<file path="config.mk">
export PLATFORM = sky130hd
export DESIGN_NAME = csa_mult
export DESIGN_NICKNAME = d
export VERILOG_FILES = /design/src/rtl/csa_pkg.sv /design/src/rtl/csa_pp_gen.sv /design/src/rtl/csa_row.sv /design/src/rtl/csa_cpa.sv /design/src/rtl/csa_mult.sv
export SDC_FILE = /design/constraint.sdc
export NUM_CORES = 1
export LEC_CHECK = 0
export BUFFER_PORTS_ARGS = -buffer_cell sky130_fd_sc_hd__buf_4
export CELL_PAD_IN_SITES_DETAIL_PLACEMENT = 2
export CELL_PAD_IN_SITES_GLOBAL_PLACEMENT = 2
export CORE_ASPECT_RATIO = 0.7
export CORE_MARGIN = 2
export CORE_UTILIZATION = 31
export DETAILED_ROUTE_END_ITERATION = 8
export GPL_TIMING_DRIVEN = 0
export HOLD_SLACK_MARGIN = 0.02
export PLACE_DENSITY = 0.7
export SLEW_MARGIN = 10
export SYNTH_ARGS = -nofsm -noshare
export SYNTH_HDL_FRONTEND = slang
export SYNTH_SLANG_ARGS = --single-unit
</file>
<file path="constraint.sdc">
create_clock -name clk_i -period 0.9 [get_ports clk_i]
set_input_delay 0.045 -clock clk_i [delete_from_list [all_inputs] [get_ports clk_i]]
set_output_delay 0.045 -clock clk_i [all_outputs]
set_load 0.05 [all_outputs]
</file>
<file path="src/rtl/csa_pkg.sv">
package csa_pkg;

   // number of vectors present at the input of tree level lvl
   function automatic int lvl_cnt(input int n, input int lvl);
      int c;
      c = n;
      for (int k = 0; k < lvl; k++) c = 2 * (c / 3) + (c % 3);
      return c;
   endfunction

   // number of 3:2 levels needed to reach two vectors
   function automatic int num_levels(input int n);
      int c;
      int l;
      c = n;
      l = 0;
      while (c > 2) begin
         c = 2 * (c / 3) + (c % 3);
         l++;
      end
      return l;
   endfunction

endpackage

</file>
<file path="src/rtl/csa_pp_gen.sv">
module csa_pp_gen #(
   parameter int N  = 6,
   parameter int PW = 2 * N
) (
   input  logic [N-1:0]         a_i,
   input  logic [N-1:0]         b_i,
   output logic [N-1:0][PW-1:0] pp_o
);
   for (genvar j = 0; j < N; j++) begin : g_pp
      assign pp_o[j] = PW'(a_i & {N{b_i[j]}}) << j;
   end
endmodule

</file>
<file path="src/rtl/csa_row.sv">
module csa_row #(
   parameter int W = 12
) (
   input  logic [W-1:0] x_i,
   input  logic [W-1:0] y_i,
   input  logic [W-1:0] z_i,
   output logic [W-1:0] sum_o,
   output logic [W-1:0] cry_o
);
   logic [W-2:0] maj;

   assign sum_o = x_i ^ y_i ^ z_i;
   assign maj   = (x_i[W-2:0] & y_i[W-2:0]) |
                  (x_i[W-2:0] & z_i[W-2:0]) |
                  (y_i[W-2:0] & z_i[W-2:0]);
   assign cry_o = {maj, 1'b0};
endmodule

</file>
<file path="src/rtl/csa_cpa.sv">
module csa_cpa #(
   parameter int W    = 12,
   parameter int KIND = 0   // 0: explicit ripple chain, 1: add operator
) (
   input  logic [W-1:0] x_i,
   input  logic [W-1:0] y_i,
   output logic [W-1:0] s_o
);
   if (KIND == 0) begin : g_ripple
      logic [W-1:0] c;
      assign c[0] = 1'b0;
      for (genvar i = 0; i < W; i++) begin : g_bit
         assign s_o[i] = x_i[i] ^ y_i[i] ^ c[i];
         if (i < W - 1) begin : g_c
            assign c[i+1] = (x_i[i] & y_i[i]) | (c[i] & (x_i[i] ^ y_i[i]));
         end
      end
   end else begin : g_op
      assign s_o = x_i + y_i;
   end
endmodule

</file>
<file path="src/rtl/csa_mult.sv">
module csa_mult #(
   parameter int N          = 6,
   parameter bit REG_OUT    = 1'b1,
   parameter int ADDER_KIND = 0
) (
   input  logic           clk_i,
   input  logic           rst_ni,
   input  logic [N-1:0]   a_i,
   input  logic [N-1:0]   b_i,
   output logic [2*N-1:0] p_o
);
   localparam int PW = 2 * N;
   localparam int LV = csa_pkg::num_levels(N);

   if (N < 3) begin : g_chk_n
      $error("csa_mult: N must be at least 3");
   end
   if (ADDER_KIND != 0 && ADDER_KIND != 1) begin : g_chk_kind
      $error("csa_mult: ADDER_KIND must be 0 or 1");
   end
   if (N == 6 && LV != 3) begin : g_chk_lv
      $error("csa_mult: six partial products must take three levels");
   end

   logic [N-1:0][PW-1:0] pp;
   logic [PW-1:0]        prod;

   csa_pp_gen #(.N(N), .PW(PW)) pp_i (.a_i(a_i), .b_i(b_i), .pp_o(pp));

   for (genvar gl = 0; gl < LV; gl++) begin : lvl
      localparam int IN   = csa_pkg::lvl_cnt(N, gl);
      localparam int NG   = IN / 3;
      localparam int NR   = IN % 3;
      localparam int NOUT = 2 * NG + NR;

      logic [IN-1:0][PW-1:0]   in_v;
      logic [NOUT-1:0][PW-1:0] out_v;

      if (gl == 0) begin : g_src_pp
         assign in_v = pp;
      end else begin : g_src_lvl
         assign in_v = lvl[gl-1].out_v;
      end

      for (genvar gg = 0; gg < NG; gg++) begin : g_grp
         csa_row #(.W(PW)) row_i (
            .x_i  (in_v[3*gg]),
            .y_i  (in_v[3*gg+1]),
            .z_i  (in_v[3*gg+2]),
            .sum_o(out_v[2*gg]),
            .cry_o(out_v[2*gg+1])
         );
      end
      for (genvar gr = 0; gr < NR; gr++) begin : g_pass
         assign out_v[2*NG+gr] = in_v[3*NG+gr];
      end
   end

   csa_cpa #(.W(PW), .KIND(ADDER_KIND)) cpa_i (
      .x_i(lvl[LV-1].out_v[0]),
      .y_i(lvl[LV-1].out_v[1]),
      .s_o(prod)
   );

   if (REG_OUT) begin : g_reg
      always_ff @(posedge clk_i or negedge rst_ni) begin
         if (!rst_ni) p_o <= '0;
         else         p_o <= prod;
      end
   end else begin : g_comb
      assign p_o = prod;
   end
endmodule

</file>
Yosys cells after proc, flatten, opt, wreduce, memory -nomap -nowiden
Cells that the tools add are included.
{ "word_totals": {"ff_bits": 12, "latchBits": 0, "ramBits": 0, "rom_bits": 0, "out_inout_bits": 12, "elab_cells": 84, "mem_count": 0} }
{ "op_classes": {"add_sub_neg": 0, "n_mul": 0, "div": 0, "order_cmp": 0, "eq_ne": 0, "shifts": 0, "n_mux": 0, "n_bitwise": 83, "n_reduce_logical": 0} }
{ "op_table": {"columns": ["op", "count"], "rows": [
  ["$or 11x11->11", 8],
  ["$and 11x11->11", 6],
  ["$xor 12x12->12", 4],
  ["$and 6x6->6", 6],
  ["$xor 1x1->1", 21],
  ["$and 1x1->1", 19],
  ["$xor 12x11->12", 1],
  ["$xor 12x8->12", 1],
  ["$and 10x11->11", 1],
  ["$and 9x11->11", 1],
  ["$and 9x10->10", 1],
  ["$xor 9x10->10", 1],
  ["$or 1x1->1", 9],
  ["$and 6x8->8", 1],
  ["$and 7x8->8", 1],
  ["$and 6x7->7", 1],
  ["$xor 6x7->7", 1]
]} }

Logic depth before layout (Yosys ltp)
Gate-level depths: netlist of run 1.
{ "depth": {"word_depth": 30, "ltp_mapped": 15, "ltp_nobuf": 15} }

Hierarchy
A second synthesis of run 1 with hierarchy kept.
{ "unflattened": {"cells_unflattened": 158, "area_unflattened_um2": 2075.7} }
{ "by_module_without_submodules": {"columns": ["module", "n_inst", "cells_each", "area_per_inst_um2", "seq_area_each_um2"], "rows": [
  ["csa_row", 4, 14, 255.2, 0.0],
  ["csa_pp_gen", 1, 73, 499.2, 0.0],
  ["csa_mult", 1, 12, 300.3, 300.3],
  ["csa_cpa", 1, 17, 255.2, 0.0]
]} }

Worst setup path after synthesis of run 1
Ideal clock, no wire load.
{ "synth_path": {"path_type": "in2reg", "start": "input port a_i[2]", "end": "register p_o[10]", "setup_ns": 0.064, "t_arrival_ns": 4.153, "t_required_ns": 0.836, "path_slack_ns": -3.317, "path_stages": 14, "n_path_buf": 0, "path_cell_list": "nand2_1 -> fa_1 -> inv_1 -> fa_1 -> ha_1 -> ha_1 -> fa_1 -> fa_1 -> fa_1 -> fa_1 -> fa_1 -> inv_1 -> fa_1 -> inv_1"} }
{ "synth_via": {"elab_chain_len": 25} }
{ "synth_rtl": {"columns": ["element", "line", "text"], "rows": [
  ["start: declaration", "csa_mult.sv:8", "input logic [N-1:0] a_i,"],
  ["$and 6x6->6", "csa_pp_gen.sv:10", "assign pp_o[j] = PW'(a_i & {N{b_i[j]}}) << j;"],
  ["$xor 6x7->7", "csa_row.sv:12", "assign sum_o = x_i ^ y_i ^ z_i;"],
  ["$xor 12x8->12", "csa_row.sv:12", null],
  ["$xor 12x12->12 (4 in a row)", "csa_row.sv:12", null],
  ["$xor 1x1->1", "csa_cpa.sv:15", "assign c[i+1] = (x_i[i] & y_i[i]) | (c[i] & (x_i[i] ^ y_i[i]));"],
  ["$and 1x1->1", "csa_cpa.sv:15", null],
  ["$or 1x1->1", "csa_cpa.sv:15", null],
  ["$and 1x1->1", "csa_cpa.sv:15", null],
  ["[... 7 more ...]", null, null],
  ["$and 1x1->1", "csa_cpa.sv:15", null],
  ["$or 1x1->1", "csa_cpa.sv:15", null],
  ["$and 1x1->1", "csa_cpa.sv:15", null],
  ["$or 1x1->1", "csa_cpa.sv:15", null],
  ["$and 1x1->1", "csa_cpa.sv:15", null],
  ["$or 1x1->1 *", "csa_cpa.sv:15", null],
  ["$xor 1x1->1 *", "csa_cpa.sv:13", "assign s_o[i] = x_i[i] ^ y_i[i] ^ c[i];"],
  ["net cpa_i.s_o[10]", "csa_cpa.sv:7", "output logic [W-1:0] s_o"],
  ["end signal: assignment", "csa_mult.sv:68", "else p_o <= prod;"],
  ["end: declaration", "csa_mult.sv:10", "output logic [2*N-1:0] p_o"]
]} }
The timed path passes the listed nets; every way through them passes the cells marked *.

Worst setup path after layout of run 1
{ "layout_path": {"start": "input port a_i[3]", "end": "register p_o[10]"} }
{ "layout_via": {"elab_chain_len": 23} }
{ "layout_rtl": {"columns": ["element", "line"], "rows": [
  ["$and 6x6->6", "csa_pp_gen.sv:10"],
  ["$xor 6x7->7", "csa_row.sv:12"],
  ["$xor 12x8->12", "csa_row.sv:12"],
  ["$xor 12x12->12 (4 in a row)", "csa_row.sv:12"],
  ["$xor 1x1->1", "csa_cpa.sv:15"],
  ["$and 1x1->1", "csa_cpa.sv:15"],
  ["$or 1x1->1", "csa_cpa.sv:15"],
  ["$and 1x1->1", "csa_cpa.sv:15"],
  ["[... 5 more ...]", null],
  ["$and 1x1->1", "csa_cpa.sv:15"],
  ["$or 1x1->1", "csa_cpa.sv:15"],
  ["$and 1x1->1", "csa_cpa.sv:15"],
  ["$or 1x1->1", "csa_cpa.sv:15"],
  ["$and 1x1->1", "csa_cpa.sv:15"],
  ["$or 1x1->1", "csa_cpa.sv:15"],
  ["$xor 1x1->1 *", "csa_cpa.sv:13"],
  ["net cpa_i.s_o[10]", "csa_cpa.sv:7"]
]} }
Marked as above.

==> summary.md, run 1 <==
| Metric | Value |
|---|---|
| Dpl cells | `182` |
| Post-layout util | `0.484` |
| Die X | `77.8 um` |
| Main synth FF type | `dfrtp_1` |
| Pleak | `0.830 nW` |
| TritonCTS sink count | `12` |
| # rows | `18` |
| TritonCTS Buffers | `3` |
| WL per Instance | `between 15 and 20 um` |
| Antenna violations before repair | `0` |
| Post-synthesis sequential area ratio | `0.254` |
| Synthesized netlist cell count | `107` |
| Unique masters post-synth | `7` |
| Crit path top cell by count | `fa_2` |
| Largest net degree at the start of global routing | `13` |
| Max FFs per register | `12` |
| Height of the die | `55.6 um` |
| Worst endpoint data arrival time | `about 4 ns` |
| Final setup margin | `-2.96 ns` |
| RSZ-0062 raised after global routing | `yes` |
| Remaining antenna violation count after routing | `0` |
| Crit Path Max Fanout | `6` |
| First-pass detailed-route iteration total | `2` |
| Min Tclk post-route | `3.86 ns` |
| Max H-tree Level | `1` |
| Max clock buf depth | `2` |
| PD cells | `1920 nW/um^2` |
| Worst EP required | `1.08 ns` |
| TritonCTS clock tree | `yes` |
| Final layout net count | `190` |
| First-pass GRT wire length | `roughly 5000 um` |
| Final non-filler cell total | `about 190` |
| Placer Congestion | `0.713` |
| Async S/R FF share, synth | `1.00` |
| Final Hold Viols | `0` |
| DIE AREA | `4330 um^2` |
| Fmax | `0.259 GHz` |
| Overflow after GRT | `0` |
| Vias/cell | `4.39` |
| CP max-delay cell | `fa_1` |
| Hold Path Class | `in -> reg` |
| DP HPWL | `2310 um` |
| Setup Viol. Count Final | `10` |
| Failing checks | `negative setup slack` |
| Status | `finished with violations` |
| Initial core utilization | `0.330` |
| Share of layout cells above drive strength 1 | `0.430` |
| Port bufs | `25` |
| Final count of pins violating max slew | `0` |
| Total GRT Usage | `0.151` |
| CP endpoint kind | `flop` |
| Vias in the first global route | `1074` |
| Top reg by flops | `p_o` |
| Worst slew margin | `0.892` |
| Warnings, synthesis | `0` |
| Cell Area, Synth | `1180 um^2` |
| Layout area overhead | `46.7%` |
| Ports | `26` |
| Post-synth top area share | `0.390` |
| Post-synth EDFFs | `0` |
| Via count of the routed design | `843` |
| DRC Markers | `0` |
| Synthesized Nets | `154` |
| Dpl ws | `-3.30 ns` |
| Core Box Area | `3580 um^2` |
| Worst Max-Slew Pin Slew | `between 0.15 and 0.2 ns` |
| CTS root buf | `clkbuf_8` |
| Crit path max-delay family | `adder cells` |
| Cell type with the largest total area after synthesis | `fa_1` |
| Critical path cell sequence | `buf_6 -> nand2_2 -> fa_1 -> fa_1 -> fa_1 -> inv_2 -> fa_2 -> fa_2 -> fa_2 -> fa_2 -> fa_2 -> inv_2 -> fa_2 -> inv_2` |
| Mapped Avg Cell Area | `11.0 um^2` |
| Max-Cap Viols | `0` |
| Largest cells by area after synthesis | `fa_1, dfrtp_1, and2_1` |
| Post-synth top cells | `inv_1, and2_1, fa_1` |
| Worst setup SP type | `primary input` |
| Setup TNS | `-16.61 ns` |
| Fin crit share | `4.29` |
| Biggest regs | `p_o (12)` |
| Antenna cells | `0` |
| WP buf/inv | `4` |
| Yosys reg bits | `12` |
| Critical path class | `in -> reg` |
| VDD IR max | `1020 uV` |
| Critical Path Max Stage Delay | `roughly 0.53 ns` |
| Worst-path clk slew | `0.05 ns` |
| Total routed wirelength | `3010 um` |
| DR iter-0 viols | `21` |
| Most common cell in the netlist | `inv_1` |
## layout make-up
cell class / count / area, um^2
Clock buffer: 4 / 55.1
Fill cell: 362 / 1850
Multi-Input combinational cell: 70 / 908
Sequential cell: 12 / 300
Tap cell: 50 / 62.6
Timing Repair Buffer: 31 / 313
Inverter: 25 / 93.8
## layer usage
metal | part of all wire | global-route usage | up-vias
met5 | 0 | 0 | -
met4 | 0.0063 | 0.0306 | 0
met3 | 0.028 | 0.0227 | 2
met2 | 0.59 | 0.296 | 17
met1 | 0.38 | 0.172 | 446
li1 | - | - | 378
## stage by stage
stage	hold slack, ns	power [mW]	instance area (um^2)
2_1_floorplan	-0.251	1.98	1220
3_3_place_gp	-0.115	2.53	1470
3_5_place_dp	-0.107	2.62	1470
4_1_cts	0.0572	3.31	1670
5_1_grt	0.0576	3.60	1730
6_report	0.0562	3.33	1730
## cells in the final DEF, fill, tap and decap left out, drive strengths merged
master and count:
and2 23, buf 30, xnor2 1, dfrtp 12, fa 23, dlygate4sd3 1, nand2 13, ha 10
inv 25, clkbuf 4
## worst paths after layout
check                      cells past startpoint  slack [ns]  endpoint    from
min in group asynchronous                      2        0.18    p_o[9]  rst_ni
worst max-delay path                          14       -2.96   p_o[10]  a_i[3]
max in group asynchronous                      2        0.57    p_o[2]  rst_ni
worst min-delay path                           2        0.06    p_o[0]  a_i[0]
## kinds of logic after synthesis
family	share of synthesized area
and+or+nand+nor	0.163
adders and majority gates	0.496
buffers and inverters	0.0794
DFF	0.254
xor gates and xnor gates	0.00742
## report_power, final
group	total, mW	switching, mW	internal [mW]
logic	1.95	1.25	0.707
clock network	0.586	0.199	0.386
registers	0.787	0.0600	0.727
total	3.33	1.51	1.82
## what timing repair did
action                                  CTS  global route
gates resized for setup                  27            11
endpoints found under the setup margin   10            10
pin swaps                                 5             3
hold endpoints to repair                 12             0
hold buffers                              1             0
buffers inserted                          3             2
Note: power is estimated with default switching activity, not from simulation.
==> run 2, diff against run 1 <==
--- a/config.mk
+++ b/config.mk
@@ -8,13 +8,13 @@
 export BUFFER_PORTS_ARGS = -buffer_cell sky130_fd_sc_hd__buf_4
 export CELL_PAD_IN_SITES_DETAIL_PLACEMENT = 2
 export CELL_PAD_IN_SITES_GLOBAL_PLACEMENT = 2
-export CORE_ASPECT_RATIO = 0.7
+export CORE_ASPECT_RATIO = 0.75
 export CORE_MARGIN = 2
-export CORE_UTILIZATION = 31
+export CORE_UTILIZATION = 37
 export DETAILED_ROUTE_END_ITERATION = 8
 export GPL_TIMING_DRIVEN = 0
 export HOLD_SLACK_MARGIN = 0.02
-export PLACE_DENSITY = 0.7
+export PLACE_DENSITY = 0.82
 export SLEW_MARGIN = 10
 export SYNTH_ARGS = -nofsm -noshare
 export SYNTH_HDL_FRONTEND = slang
==> run 2 against run 1 <==
Effect of this change: the flow still finishes with violations (negative setup slack); first-iteration DRC count rose by 100%; critical path depth unchanged; routed wire length is 51% higher; core utilization increased by 9.5 points; die area fell by 15%; combinational power up 13%; critical path type unchanged; critical endpoint unchanged; largest power group unchanged; highest routed layer unchanged.
==> summary.md, run 2 (synthesized netlist as in run 1, its figures left out) <==
| Metric | Value |
|---|---|
| # rows | `17 (was 18)` |
| Vias in the first global route | `1113 (was 1074)` |
| RSZ-0062 raised after global routing | `yes (unchanged)` |
| Port bufs | `25 (unchanged)` |
| Initial core utilization | `0.394 (was 0.330)` |
| Worst setup SP type | `primary input (unchanged)` |
| Failing checks | `negative setup slack (unchanged)` |
| Biggest regs | `p_o (12) (unchanged)` |
| Max clock buf depth | `2 (unchanged)` |
| Most common cell after layout, fill and taps aside | `and2_1 (was inv_1)` |
| Commonest non-fill, non-tap cells in the layout | `and2_1, inv_1, buf_4 (was inv_1, and2_1, buf_4)` |
| DR iter-0 viols | `42 (was 21)` |
| Remaining antenna violation count after routing | `0 (unchanged)` |
| Critical path class | `in -> reg (unchanged)` |
| DP HPWL | `2670 um (was 2310 um)` |
| Hold Path Class | `in -> reg (unchanged)` |
| Final count of pins violating max slew | `0 (unchanged)` |
| Setup Viol. Count Final | `10 (unchanged)` |
| Top reg by flops | `p_o (unchanged)` |
| PD cells | `2080 nW/um^2 (was 1920 nW/um^2)` |
| Worst Max-Slew Pin Slew | `0.167 ns (was 0.162 ns)` |
| WP buf/inv | `4 (unchanged)` |
| Final Cell Area | `1740 um^2 (was 1730 um^2)` |
| Overflow after GRT | `0 (unchanged)` |
| Worst-path clk slew | `0.06 ns (was 0.05 ns)` |
| Hold_ws | `0.0737 ns (was 0.0562 ns)` |
| Fmax | `0.248 GHz (was 0.259 GHz)` |
| VDD IR max | `872 uV (was 1020 uV)` |
| Core Box Area | `3000 um^2 (was 3580 um^2)` |
| Cell Area, Placed | `1460 um^2 (was 1470 um^2)` |
| Final setup margin | `-3.13 ns (was -2.96 ns)` |
| Post-layout util | `0.579 (was 0.484)` |
| Total Power | `3.61 mW (was 3.33 mW)` |
| Worst slew margin | `0.888 (was 0.892)` |
| Max-Cap Viols | `0 (unchanged)` |
| CP max-delay cell | `fa_1 (unchanged)` |
| Dpl ws | `-3.29 ns (was -3.30 ns)` |
| Crit Path Max Fanout | `6 (unchanged)` |
| DRC Markers | `0 (unchanged)` |
| Final layout net count | `189 (was 190)` |
| Status | `finished with violations (unchanged)` |
| First-pass GRT wire length | `6080 um (was 5000 um)` |
| Fin crit share | `4.48 (was 4.29)` |
| Worst endpoint data arrival time | `4.21 ns (was 4.04 ns)` |
| Pleak | `0.848 nW (was 0.830 nW)` |
| Max FFs per register | `12 (unchanged)` |
| Layout area overhead | `46.9% (was 46.7%)` |
| Ports | `26 (unchanged)` |
| TritonCTS clock tree | `yes (unchanged)` |
| Total routed wirelength | `4540 um (was 3010 um)` |
| Critical path cell sequence | `buf_12 -> nand2_8 -> fa_1 -> fa_1 -> fa_1 -> inv_2 -> fa_2 -> fa_2 -> fa_2 -> fa_2 -> fa_2 -> inv_2 -> fa_2 -> inv_2 (was buf_6 -> nand2_2 -> fa_1 -> fa_1 -> fa_1 -> inv_2 -> fa_2 -> fa_2 -> fa_2 -> fa_2 -> fa_2 -> inv_2 -> fa_2 -> inv_2)` |
| Min Tclk post-route | `4.03 ns (was 3.86 ns)` |
| Crit path top cell by count | `fa_2 (unchanged)` |
| Height of the die | `52.9 um (was 55.6 um)` |
| WL per Instance | `25.4 um (was 15.7 um)` |
| Total GRT Usage | `0.235 (was 0.151)` |
| Antenna violations before repair | `0 (unchanged)` |
| Critical Path Max Stage Delay | `0.54 ns (was 0.53 ns)` |
| Largest net degree at the start of global routing | `13 (unchanged)` |
| Placer Congestion | `0.727 (was 0.713)` |
| Max H-tree Level | `1 (unchanged)` |
| Via count of the routed design | `868 (was 843)` |
| TritonCTS sink count | `12 (unchanged)` |
| CTS root buf | `clkbuf_8 (unchanged)` |
| Final Hold Viols | `0 (unchanged)` |
| Share of layout cells above drive strength 1 | `0.440 (was 0.430)` |
| First-pass detailed-route iteration total | `3 (was 2)` |
| Vias/cell | `4.85 (was 4.39)` |
| TritonCTS Buffers | `3 (unchanged)` |
| Worst EP required | `1.08 ns (about the same)` |
| CP endpoint kind | `flop (unchanged)` |
| Antenna cells | `0 (unchanged)` |
| DIE AREA | `3660 um^2 (was 4330 um^2)` |
| Crit path max-delay family | `adder cells (unchanged)` |
| Die X | `69.2 um (was 77.8 um)` |
## run 2: layer usage
| metal | track usage | share of wire | up-vias |
|---|---|---|---|
| met1 | 0.252 | 0.39 | 464 |
| met2 | 0.478 | 0.56 | 22 |
| met4 | 0.0817 | 0.017 | 0 |
| li1 | - | - | 376 |
| met3 | 0.0362 | 0.030 | 6 |
| met5 | 0 | 0 | - |
## run 2: worst paths after layout
kind / start / slack [ns] / to / cells after the start
hold / removal: a_i[0] / 0.07 / p_o[0] / 2
setup / recovery: a_i[5] / -3.13 / p_o[10] / 14
min in group asynchronous: rst_ni / 0.19 / p_o[5] / 2
max in group asynchronous: rst_ni / 0.55 / p_o[4] / 2
## run 2: final cells by class
| cell class | count | area [um^2] |
|---|---|---|
| Clock buffer | 4 | 55.1 |
| Multi-Input combinational cell | 70 | 913 |
| Fill cell | 271 | 1260 |
| Inverter | 25 | 93.8 |
| Sequential cell | 12 | 300 |
| Timing Repair Buffer | 30 | 325 |
| Tap cell | 38 | 47.5 |
## run 2: what timing repair did
| action | in CTS | in global routing |
|---|---|---|
| hold buffers | 1 | 0 |
| pin swaps | 12 | 10 |
| setup buffers | 2 | 2 |
| resized for setup | 27 | 20 |
| setup endpoints to repair | 10 | 10 |
| hold endpoints to repair | 12 | 0 |
## run 2: through the flow
step	setup TNS, ns	std cells
after floorplan	-17.00	107
after global placement	-19.27	170
after detailed placement	-19.85	170
after CTS	-17.05	177
after global routing	-17.73	179
final	-17.48	179
## run 2: report_power, final
| group | switching [mW] | internal, mW |
|---|---|---|
| registers | 0.0763 | 0.727 |
| clock network | 0.210 | 0.387 |
| logic | 1.42 | 0.791 |
| total | 1.71 | 1.90 |
